==> src/rtl/trng_pkg.sv <==
package trng_pkg;
  localparam int unsigned ADDR_W = 12;
  localparam logic [ADDR_W-1:0] SRST_OFF   = 12'h004;
  localparam logic [ADDR_W-1:0] CTRL_OFF   = 12'h400;
  localparam logic [ADDR_W-1:0] PERIOD_OFF = 12'h404;
  localparam logic [ADDR_W-1:0] DATA_OFF   = 12'h410;
  localparam int unsigned CTRL_BITS = 6;

  // Field order follows the control register bit positions [5:0].
  typedef struct packed {
    logic [1:0] len;
    logic [1:0] speed;
    logic       enable;
    logic       start;
  } ctrl_t;
endpackage

==> src/rtl/trng_sync.sv <==
module trng_sync #(
  parameter int unsigned STAGES = 2
) (
  input  logic clk,
  input  logic rst_n,
  input  logic d_in,
  output logic d_out
);
  logic [STAGES-1:0] chain;

  always_ff @(posedge clk or negedge rst_n) begin
    if (!rst_n) chain <= '0;
    else        chain <= {chain[STAGES-2:0], d_in};
  end

  assign d_out = chain[STAGES-1];
endmodule

==> src/rtl/trng_ctrl_reg.sv <==
module trng_ctrl_reg
  import trng_pkg::*;
(
  input  logic        clk,
  input  logic        rst_n,
  input  logic        soft_clr,
  input  logic        wr_en,
  input  logic [31:0] wdata,
  input  logic        done,
  output ctrl_t       ctrl
);
  ctrl_t                cur;
  logic [CTRL_BITS-1:0] mask;
  logic [CTRL_BITS-1:0] merged;
  ctrl_t                nxt;

  always_comb begin
    cur = ctrl;
    if (done) cur.start = 1'b0;
    mask   = wdata[16 +: CTRL_BITS];
    merged = (cur & ~mask) | (wdata[CTRL_BITS-1:0] & mask);
    nxt    = ctrl_t'(merged);
    nxt.start = merged[0] & merged[1];
  end

  always_ff @(posedge clk or negedge rst_n) begin
    if (!rst_n)        ctrl <= '0;
    else if (soft_clr) ctrl <= '0;
    else if (wr_en)    ctrl <= nxt;
    else if (done)     ctrl.start <= 1'b0;
  end

  assert_speed_masked_R2: assert property (@(posedge clk) disable iff (!rst_n)
    (wr_en && wdata[19:18] == 2'b00 && !soft_clr) |=> $stable(ctrl.speed));

  assert_start_from_write_R2: assert property (@(posedge clk) disable iff (!rst_n)
    $rose(ctrl.start) |-> $past(wr_en && wdata[16] && wdata[0]));

  assert_start_blocked_R3: assert property (@(posedge clk) disable iff (!rst_n)
    (wr_en && !soft_clr && !ctrl.enable && !wdata[17]) |=> !ctrl.start);
endmodule

==> src/rtl/trng_collector.sv <==
module trng_collector #(
  parameter int unsigned WORDS    = 8,
  parameter int unsigned WORD_W   = 32,
  parameter int unsigned PERIOD_W = 16
) (
  input  logic                           clk,
  input  logic                           rst_n,
  input  logic                           soft_clr,
  input  logic                           run,
  input  logic [1:0]                     len,
  input  logic [PERIOD_W-1:0]            period,
  input  logic                           bit_in,
  output logic                           done,
  output logic [WORDS-1:0][WORD_W-1:0]   words
);
  localparam int unsigned BITS  = WORDS * WORD_W;
  localparam int unsigned SEG   = BITS / 4;
  localparam int unsigned IDX_W = $clog2(BITS);
  localparam int unsigned POS_W = $clog2(WORD_W);

  logic [PERIOD_W-1:0] cnt;
  logic [PERIOD_W-1:0] p_eff;
  logic [IDX_W-1:0]    idx;
  logic [IDX_W-1:0]    limit;
  logic                tick;
  logic                last;

  assign p_eff = (period == '0) ? PERIOD_W'(1) : period;
  assign limit = IDX_W'((int'(len) + 1) * SEG - 1);
  assign tick  = run && (cnt >= p_eff - PERIOD_W'(1));
  assign last  = (idx >= limit);
  assign done  = tick && last;

  always_ff @(posedge clk or negedge rst_n) begin
    if (!rst_n) begin
      cnt   <= '0;
      idx   <= '0;
      words <= '0;
    end else if (soft_clr) begin
      cnt   <= '0;
      idx   <= '0;
      words <= '0;
    end else if (!run) begin
      cnt <= '0;
      idx <= '0;
    end else if (tick) begin
      cnt <= '0;
      words[idx[IDX_W-1:POS_W]][~idx[POS_W-1:0]] <= bit_in;
      idx <= last ? '0 : idx + IDX_W'(1);
    end else begin
      cnt <= cnt + PERIOD_W'(1);
    end
  end

  assert_idx_limit_R4: assert property (@(posedge clk) disable iff (!rst_n)
    run |-> (idx <= limit));

  assert_cnt_range_R5: assert property (@(posedge clk) disable iff (!rst_n)
    run |-> (cnt < p_eff));

  assert_words_hold_R4: assert property (@(posedge clk) disable iff (!rst_n)
    (!tick && !soft_clr) |=> $stable(words));
endmodule

==> src/rtl/trng_sampler_top.sv <==
module trng_sampler_top
  import trng_pkg::*;
#(
  parameter int unsigned WORDS    = 8,
  parameter int unsigned PERIOD_W = 16
) (
  input  logic              clk,
  input  logic              rst_n,
  input  logic [ADDR_W-1:0] bus_addr,
  input  logic [31:0]       bus_wdata,
  input  logic              bus_we,
  output logic [31:0]       bus_rdata,
  input  logic              entropy_in,
  output logic [1:0]        osc_speed
);
  localparam int unsigned WORD_W = 32;
  localparam int unsigned WSEL_W = $clog2(WORDS);
  localparam logic [ADDR_W-1:0] DATA_END = DATA_OFF + ADDR_W'(4 * WORDS);

  ctrl_t                       ctrl;
  logic [PERIOD_W-1:0]         period;
  logic [WORDS-1:0][WORD_W-1:0] words;
  logic                        ent_sync;
  logic                        done;
  logic                        ctrl_wr;
  logic                        period_wr;
  logic                        srst_wr;
  logic                        in_data;
  logic [ADDR_W-1:0]           data_off;

  assign ctrl_wr   = bus_we && (bus_addr == CTRL_OFF);
  assign period_wr = bus_we && (bus_addr == PERIOD_OFF);
  assign srst_wr   = bus_we && (bus_addr == SRST_OFF) && bus_wdata[0];

  trng_sync #(.STAGES(2)) u_sync (
    .clk   (clk),
    .rst_n (rst_n),
    .d_in  (entropy_in),
    .d_out (ent_sync)
  );

  trng_ctrl_reg u_ctrl (
    .clk      (clk),
    .rst_n    (rst_n),
    .soft_clr (srst_wr),
    .wr_en    (ctrl_wr),
    .wdata    (bus_wdata),
    .done     (done),
    .ctrl     (ctrl)
  );

  trng_collector #(
    .WORDS    (WORDS),
    .WORD_W   (WORD_W),
    .PERIOD_W (PERIOD_W)
  ) u_coll (
    .clk      (clk),
    .rst_n    (rst_n),
    .soft_clr (srst_wr),
    .run      (ctrl.start && ctrl.enable),
    .len      (ctrl.len),
    .period   (period),
    .bit_in   (ent_sync),
    .done     (done),
    .words    (words)
  );

  always_ff @(posedge clk or negedge rst_n) begin
    if (!rst_n)         period <= '0;
    else if (srst_wr)   period <= '0;
    else if (period_wr) period <= bus_wdata[PERIOD_W-1:0];
  end

  assign osc_speed = ctrl.speed;
  assign data_off  = bus_addr - DATA_OFF;
  assign in_data   = (bus_addr >= DATA_OFF) && (bus_addr < DATA_END) && (bus_addr[1:0] == 2'b00);

  always_comb begin
    bus_rdata = '0;
    if (bus_addr == CTRL_OFF)        bus_rdata = 32'(ctrl);
    else if (bus_addr == PERIOD_OFF) bus_rdata = 32'(period);
    else if (in_data)                bus_rdata = words[data_off[WSEL_W+1:2]];
  end

  assert_done_clears_start_R5: assert property (@(posedge clk) disable iff (!rst_n)
    (done && !ctrl_wr && !srst_wr) |=> !ctrl.start);

  assert_soft_clear_R9: assert property (@(posedge clk) disable iff (!rst_n)
    srst_wr |=> (ctrl == '0 && period == '0 && words == '0));

  assert_stop_holds_words_R8: assert property (@(posedge clk) disable iff (!rst_n)
    (!ctrl.start && !srst_wr) |=> $stable(words));
endmodule

==> config.mk <==
export PLATFORM = sky130hd
export DESIGN_NAME = trng_sampler_top
export DESIGN_NICKNAME = d
export VERILOG_FILES = /design/src/rtl/trng_pkg.sv /design/src/rtl/trng_sync.sv /design/src/rtl/trng_ctrl_reg.sv /design/src/rtl/trng_collector.sv /design/src/rtl/trng_sampler_top.sv
export SDC_FILE = /design/constraint.sdc
export NUM_CORES = 1
export LEC_CHECK = 0
export CORE_ASPECT_RATIO = 0.8
export CORE_MARGIN = 1.5
export CORE_UTILIZATION = 65
export CTS_CLUSTER_SIZE = 20
export DETAILED_ROUTE_END_ITERATION = 8
export DONT_BUFFER_PORTS = 1
export PLACE_DENSITY = 0.81
export SETUP_SLACK_MARGIN = 0.5
export SYNTH_ARGS = -nofsm -noshare
export SYNTH_HDL_FRONTEND = slang
export SYNTH_SLANG_ARGS = --single-unit
==> constraint.sdc <==
create_clock -name clk -period 6.86 [get_ports clk]
set_input_delay 0.343 -clock clk [delete_from_list [all_inputs] [get_ports clk]]
set_output_delay 0.343 -clock clk [all_outputs]
set_load 0.02 [all_outputs]
Word-level counts from Yosys, hierarchy flattened
Index checks and enable logic that the tools add are counted.

word-level totals
  output and inout bits = 34
  flip-flop bits (word level) = 304
  logic and storage cells = 86

cells by class
  equal/unequal tests = 4
  mux-type cells = 27
  reduce and logical (&&, ||, !) cells = 18
  bitwise gates (word level) = 6
  $lt $le $gt $ge = 9
  add/subtract/negate cells = 6

operators with widths
  operator                                                                                count
  256-bit two-way mux                                                                     3
  256-bit bitwise mux                                                                     1
  32-bit two-way mux                                                                      5
  32-bit binary-select mux with 3-bit select                                              1
  32-bit demux with 3-bit select                                                          1
  16-bit two-way mux                                                                      6
  8-bit two-way mux                                                                       4
  12-bit by 11-bit == test with 1-bit output (second input constant)                      2
  16-bit by 1-bit adder with 16-bit output (second input constant)                        1
  16-bit greater-or-equal comparator                                                      1
  16-bit zero test                                                                        1
  16-bit by 1-bit subtractor with 16-bit output (second input constant)                   1
  6-bit AND                                                                               2
  12-bit by 3-bit == test with 1-bit output (second input constant)                       1
  12-bit by 11-bit greater-or-equal comparator with 1-bit output (second input constant)  1
  12-bit by 11-bit less-than comparator with 1-bit output (second input constant)         1
  1-bit logical AND                                                                       11
  8-bit by 1-bit adder with 8-bit output (second input constant)                          1
  8-bit greater-or-equal comparator                                                       1
  3-bit by 4-bit less-than comparator with 1-bit output (second input constant)           2
  2-bit nonzero test                                                                      4
  8-bit by 1-bit subtractor with 8-bit output (second input constant)                     1
  5-bit by 6-bit less-than comparator with 1-bit output (second input constant)           1
  6-bit two-way mux                                                                       1
  14 further kinds                                                                        16

Longest topological paths before layout
Gate-level depths: netlist (run 1).

  depth after elaboration = 12
  gate-level depth with buffers = 21
  mapped depth without buffers = 17

Cells and area by module
A second synthesis (run 1) with hierarchy kept.

unflattened totals
  cells, all modules = 1854
  area, all modules = 18149.9 µm²

modules (own cells, without submodules)
  module            area an instance (µm²)  instances  cells an instance  seq. area each (µm²)
  trng_collector    14844.2                 1          1570               7006.7
  trng_sampler_top  2965.3                  1          250                400.4
  trng_ctrl_reg     290.3                   1          32                 150.1
  trng_sync         50.0                    1          2                  50.0

Worst setup path before layout (run 1)
No wires, ideal clock.

  kind = flip-flop to flip-flop
  start = register period[10]
  end = register u_coll.words[131] in the netlist's numbering
  cell stages (with the launch flop) = 22
  setup slack = 2.574 ns
  arrival = 4.151 ns
  path buffers = 4
  clock period less this slack = 4.286 ns
  data required time = 6.725 ns
  cells stage by stage = dfrtp_1 clkbuf_1 nor4_1 nor2b_1 nand4_1 nor2_1 nor2_1 ha_1 nor3b_1 and3_1 nand2_1 xor2_1 ha_1 nand4_1 nor2_1 a311o_1 buf_1 or3_1 clkbuf_1 nand4_1 clkbuf_1 o21ai_0

between the ends
  word-level cells in the longest chain between the ends = 7

ends and longest elaborated chain
  item                                             RTL line                source
  start: declaration                               trng_sampler_top.sv:21  logic [PERIOD_W-1:0] period;
  start signal: assignment                         trng_sampler_top.sv:71  else if (period_wr) period <= bus_wdata[PERIOD_W-1:0];
  16-bit zero test                                 trng_collector.sv:28    assign p_eff = (period == '0) ? PERIOD_W'(1) : period;
  16-bit two-way mux *                             trng_collector.sv:28
  16-bit by 1-bit subtractor with 16-bit output *  trng_collector.sv:30    assign tick = run && (cnt >= p_eff - PERIOD_W'(1));
  16-bit greater-or-equal comparator *             trng_collector.sv:30
  1-bit logical AND *                              trng_collector.sv:30
  2-bit nonzero test (no line) *                   n/a
  2-bit AND reduction (no line) *                  n/a
  end signal: indexed assignment                   trng_collector.sv:48    words[idx[IDX_W-1:POS_W]][~idx[POS_W-1:0]] <= bit_in;
  end: declaration                                 trng_collector.sv:14    output logic [WORDS-1:0][WORD_W-1:0] words

Mark *: on every way between the ends. The rest lies on a longest branch, timed or not.
A chain may end at the register's enable or synchronous reset.

Worst setup path in the final report (run 1)
  start = register period[10]
  end = register u_coll.words[230] in the netlist's numbering

Same word-level chain as after synthesis.

==> results_dict.tcl, run 1 <==
set metrics [dict create \
    final-setup-viol-count 0 \
    finalCriticalPeriod_ns 6.00 \
    synth_xor_area_frac 0.0140 \
    p_sw_uw 743 \
    r2r_cells 19 \
    grt-ovfl-total 0 \
    grt_pass1_vias 12400 \
    place_inst 1661 \
    vdd_drop_max_mv 0.292 \
    post_cts_buffers 0 \
    routabilityCongestion 0.911 \
    fmax_mhz 167 \
    yosys.area_share.simple 0.0807 \
    synth_nets 1555 \
    worstPathMaxFanout 25 \
    maxSlewHeadroom 0.181 \
    cts_tree "yes" \
    worstSkewPairLatency_ns 0.56 \
    final-hold-violation-count 304 \
    clock_sinks 304 \
    detail-route-antenna-nets 0 \
    coreArea_sq_um 23500 \
    post-route-period-util 0.874 \
    p_leak_uw 0.00676 \
    final_common_cell "dfrtp_1" \
    fin_area_sq_um 17000 \
    status "finished with violations" \
    netlist_area_sq_um 15600 \
    whs_ns -0.517 \
    grt_max_degree 305 \
    path_clk_slew_ns 0.07 \
    syn_area_per_cell_sq_um 10.5 \
    drt_pass1_iterations 6 \
    synth_edf_count 0 \
    grt_util_all_layers 0.358 \
    cts_buffers 30 \
    clockRootBuffer "clkbuf_16" \
    skew_ns 0.00781 \
    viasPerCell 7.35 \
    drt_iter0_drc 1528 \
    synth_top_family_by_area "compound AO/OA/AOI/OAI gates" \
    syn_inst 1483 \
    grt_pass1_wl_microns 69600 \
    drc 0 \
    fin_cells 1735 \
    switching_share 0.204 \
    drv_slew 0 \
    portBuffers 0 \
    synth-adder-area-share 0.0193 \
    hpwl_microns 24600 \
    ys_ff_latch 304 \
    place_area_sq_um 15700 \
    synth_area_leader_cell "dfrtp_1" \
    fin_nets 1471 \
    synth-main-ff-cell "dfrtp_1" \
    placementRows 50 \
    worstMarginPinSlew_ns 1.22 \
    synthMuxAreaShare 0.118 \
    worstSetupPathType "reg -> reg" \
    die-area_sq_um 24900 \
    cts.path.max_buffers 3 \
    pin_count 82 \
    drive_gt1_frac 0.108 \
    die_w_microns 176 \
    seq_area_frac_synth 0.488 \
    p_per_area_nw_per_um2 215 \
    hold_path_class "in -> async" \
    synth-compound-area-share 0.238 \
    drv_cap 0 \
    finalSetupTns_ns 0 \
    critPathCaptureType "flop" \
    wl_microns 43800 \
    arrival_ns 6.47 \
    worstSetupStartpointType "flop" \
    synthTopCellsByArea "dfrtp_1 (49%), o211ai_1 (12%), mux4_2 (9.2%)" \
    post_drt_wl_per_cell_microns 25.2 \
    holdBufCountCts 18 \
    violations "negative hold slack" \
    rsz0062_at_grt "false" \
    ys_types 49 \
    p_seq_frac 0.492 \
    post_cts_resized 0 \
    p_int_uw 2900 \
    initial_utilization 0.664 \
    async_flop_share 1.00 \
    cp.required_ns 7.33 \
    clkPwrFrac 0.496 \
    syn_to_final_growth_pct 8.83 \
    mostFrequentLayoutCells "dfrtp_1 (304), o211ai_1 (252), o21ai_0 (198), o21ai_1 (88), nand2_1 (85)" \
    die_h_microns 142 \
    synth_warnings 0 \
    diodes 0 \
    vias 12800 \
    comb_power_share 0.012 \
    htreeDepth 1 \
    antenna_found_initial 1 \
    yosys.area.top_type_share 0.488 \
]
-- cell usage after synthesis (15+ instances only) --
master    count
mux2i_1      40
mux4_2       64
o211ai_1    252
ha_1         24
a21oi_1      15
clkbuf_1    140
nand3_1      31
nor2_1       73
dfrtp_1     304
o21ai_1      88
nand4_1      15
o21ai_0     198
nand2_1      85
-- final cells by class --
type	count	area [sq um]
flip-flops and latches	304	7610
multi-input cells	1010	7480
fillers	1566	6490
clock buffers	38	862
well taps	312	390
repair buffers	40	345
clock inverters	18	230
inverters	13	48.8
-- registers in the layout, indices dropped and copies added (netlist names) --
signal,count
period,16
u_coll.cnt,16
u_coll.idx,8
u_coll.words,256
u_ctrl.ctrl,6
u_sync.chain,2
-- critical path: stages (launching register included) --
cell,delay (ns)
dfrtp_1,0.47
nor4_1,0.11
nor2b_1,0.16
nand4_1,0.17
nor2_1,0.07
nor2_1,0.20
ha_1,0.24
nor3b_1,0.50
and3_1,0.34
nand2_1,0.09
xor2_1,0.17
ha_1,0.31
nand4_1,0.15
nor2_1,0.14
a311o_1,0.85
nor3_1,0.13
buf_4,0.24
or4_1,1.02
buf_4,0.38
o21ai_1,0.15
-- kinds of logic (layout without fill, tap and decap cells) --
| group | after synthesis | after routing |
|---|---|---|
| xor gates and xnor gates | 25 | 25 |
| buffers and inverters | 169 | 109 |
| adders and majority gates | 24 | 24 |
| and+or+nand+nor | 265 | 265 |
| AOI/OAI and AO/OA | 592 | 592 |
| DFF | 304 | 304 |
| muxes | 104 | 104 |
-- layer usage --
metal / global-route usage / share of wire / vias to the layer above
li1: - / - / 5464
met1: 0.515 / 0.41 / 6392
met2: 0.539 / 0.45 / 759
met3: 0.0798 / 0.099 / 141
met4: 0.133 / 0.036 / 2
met5: 0 / 0.00030 / -
-- worst paths after layout --
check / start / end / slack, ns
setup / recovery: period[10]$_DFFE_PN0P_ / u_coll.words[230]$_DFFE_PN0P_ / 0.86
hold / removal: rst_n / u_coll.words[1]$_DFFE_PN0P_ / -0.52
setup reg to reg: period[10]$_DFFE_PN0P_ / u_coll.words[230]$_DFFE_PN0P_ / 0.86
min in group clk: bus_wdata[18] / u_ctrl.ctrl[2]$_DFFE_PN0P_ / 0.02
max in group asynchronous: rst_n / u_coll.words[43]$_DFFE_PN0P_ / 6.48
hold reg to reg: u_sync.chain[0]$_DFF_PN0_ / u_sync.chain[1]$_DFF_PN0_ / 0.36
-- metrics by stage --
stage	utilization	worst slack [ns]	hold WS (ns)	total power, uW
2_1_floorplan	-	2.57	0.0474	1880
3_3_place_gp	0.669	1.26	0.0608	1860
3_5_place_dp	0.669	1.17	0.0566	1860
5_1_grt	0.723	0.540	-0.522	3730
4_1_cts	0.723	1.10	-0.523	3650
6_report	0.723	0.865	-0.517	3650
-- power by group through the flow --
stage / clock, uW / sequential, uW / combinational [uW]
after floorplan: 0 / 1830 / 49.9
after global placement: 0 / 1830 / 32.5
after detailed placement: 0 / 1830 / 33.5
after CTS: 1810 / 1790 / 43.4
after global routing: 1890 / 1790 / 46.2
final: 1810 / 1800 / 44.0
Power figures use the tool's default switching activity.
==> inputs of run 2 (changes only) <==
--- a/config.mk
+++ b/config.mk
@@ -11,6 +11,7 @@
 export CTS_CLUSTER_SIZE = 20
 export DETAILED_ROUTE_END_ITERATION = 8
 export DONT_BUFFER_PORTS = 1
+export HOLD_SLACK_MARGIN = 0.1
 export PLACE_DENSITY = 0.81
 export SETUP_SLACK_MARGIN = 0.5
 export SYNTH_ARGS = -nofsm -noshare
==> results_dict.tcl, run 2 (same netlist as run 1, synthesis figures left out) <==
set metrics [dict create \
    post_cts_resized 0 \
    clockRootBuffer "clkbuf_16" \
    wl_microns 43900 \
    fin_area_sq_um 17000 \
    cts_tree "yes" \
    vias 12700 \
    pin_count 82 \
    finalCriticalPeriod_ns 5.95 \
    final-setup-viol-count 0 \
    syn_to_final_growth_pct 9.29 \
    p_leak_uw 0.00679 \
    largest_register_ffs 256 \
    htreeDepth 1 \
    worstSetupPathType "reg -> reg" \
    rsz0062_at_grt "false" \
    largest-register "u_coll.words" \
    hpwl_microns 24600 \
    wl_met1_microns 17900 \
    finalSetupTns_ns 0 \
    violations "negative hold slack" \
    place_area_sq_um 15700 \
    detail-route-antenna-nets 0 \
    crit_path_start "period[5]$_DFFE_PN0P_" \
    portBuffers 0 \
    worstReg2RegStart "period[5]$_DFFE_PN0P_" \
    drive_gt1_frac 0.108 \
    placementRows 50 \
    top_layer_used "met5" \
    vdd_drop_max_mv 0.296 \
    worstPathMaxFanout 25 \
    final_common_cell "dfrtp_1" \
    drc 0 \
    grt_max_degree 305 \
    arrival_ns 6.42 \
    die_w_microns 176 \
    dr_wl_met3_microns 4410 \
    path_clk_slew_ns 0.07 \
    mostFrequentLayoutCells "dfrtp_1 (304), o211ai_1 (252), o21ai_0 (198), o21ai_1 (88), nand2_1 (85)" \
    cts.path.max_buffers 3 \
    holdBufCountCts 25 \
    worstMarginPinSlew_ns 1.26 \
    worstSkewPairLatency_ns 0.56 \
    fmax_mhz 168 \
    coreArea_sq_um 23500 \
    maxSlewHeadroom 0.152 \
    worstSetupStartpointType "flop" \
    drv_slew 0 \
    die-area_sq_um 24900 \
    critPathCaptureType "flop" \
    grt_pass1_vias 12400 \
    cts_buffers 30 \
    drt_iter0_drc 1497 \
    grt-ovfl-total 0 \
    nFillCells 1554 \
    routabilityCongestion 0.911 \
    antenna_found_initial 2 \
    dr_wl_met2_microns 20000 \
    whs_ns -0.516 \
    drv_cap 0 \
    p_per_area_nw_per_um2 214 \
    post_cts_buffers 0 \
    fin_nets 1478 \
    hold_path_class "in -> async" \
    cp.required_ns 7.33 \
    initial_utilization 0.664 \
    drt_pass1_iterations 6 \
    skew_ns 0.00988 \
    grt_pass1_wl_microns 69800 \
    post_drt_wl_per_cell_microns 25.2 \
    die_h_microns 142 \
    grt_util_all_layers 0.360 \
    viasPerCell 7.27 \
    clock_sinks 304 \
    post-route-period-util 0.867 \
    status "finished with violations" \
    final-hold-violation-count 304 \
    largest_registers "u_coll.words: 256 flops, period: 16 flops, u_coll.cnt: 16 flops" \
]
==> run 2: cell types whose count changed in the layout (fill, tap and decap cells not counted), sizes merged <==
cell,previous run,this run
dlygate4sd3,18,25
diode,0,1
==> run 2: cell type report <==
cell class / instances / area, sq um / area share
antenna: 1 / 2.50 / 0.000147
clock buffer: 38 / 862 / 0.0506
clock inverter: 18 / 230 / 0.0135
inverter: 13 / 48.8 / 0.00286
multi-input combinational: 1010 / 7480 / 0.439
sequential: 304 / 7610 / 0.447
tap: 312 / 390 / 0.0229
timing repair buffer: 47 / 415 / 0.0244
==> run 2: path summary, 6_finish.rpt <==
check,to,slack (ns),cells after the start
worst min-delay path,u_coll.words[33]$_DFFE_PN0P_,-0.52,0
worst max-delay path,u_coll.words[230]$_DFFE_PN0P_,0.91,18
worst min register to register,u_sync.chain[1]$_DFF_PN0_,0.36,0
worst max register to register,u_coll.words[230]$_DFFE_PN0P_,0.91,18
min in group clk,u_ctrl.ctrl[2]$_DFFE_PN0P_,0.17,2
max in group asynchronous,u_coll.words[209]$_DFFE_PN0P_,6.55,0
==> run 2: power breakdown <==
| part | switching, uW | total, uW | internal (uW) |
|---|---|---|---|
| clock | 729 | 1810 | 1080 |
| combinational | 14.3 | 47.0 | 32.7 |
| sequential | 1.57 | 1800 | 1790 |
| total | 745 | 3650 | 2900 |
==> run 2: routing by layer <==
layer / vias up / track usage
met5: - / 0
met4: 2 / 0.139
met3: 139 / 0.0815
met2: 714 / 0.543
met1: 6341 / 0.514
li1: 5473 / -
==> run 2: stage by stage <==
step | cells | hold slack [ns] | worst slack (ns) | power [uW] | util
after floorplan | 1483 | 0.0474 | 2.57 | 1880 | -
after detailed placement | 1661 | 0.0566 | 1.17 | 1860 | 0.669
after global placement | 1661 | 0.0608 | 1.26 | 1860 | 0.669
final | 1743 | -0.516 | 0.910 | 3650 | 0.726
after CTS | 1742 | -0.523 | 1.10 | 3660 | 0.726
after global routing | 1743 | -0.522 | 0.645 | 3730 | 0.726
==> run 2: worst max-delay path, cell delays in order, from the launching register on <==
cell	delay [ns]
dfrtp_1	0.49
nor4_1	0.55
nand4_1	0.30
nor2_1	0.19
nor2_1	0.08
ha_1	0.23
nor3b_1	0.20
and3_1	0.24
nand2_1	0.09
xor2_1	0.08
ha_1	0.30
nand4_1	0.16
nor2_1	0.14
a311o_1	0.85
nor3_1	0.13
buf_4	0.24
or4_1	1.02
buf_4	0.38
o21ai_1	0.15
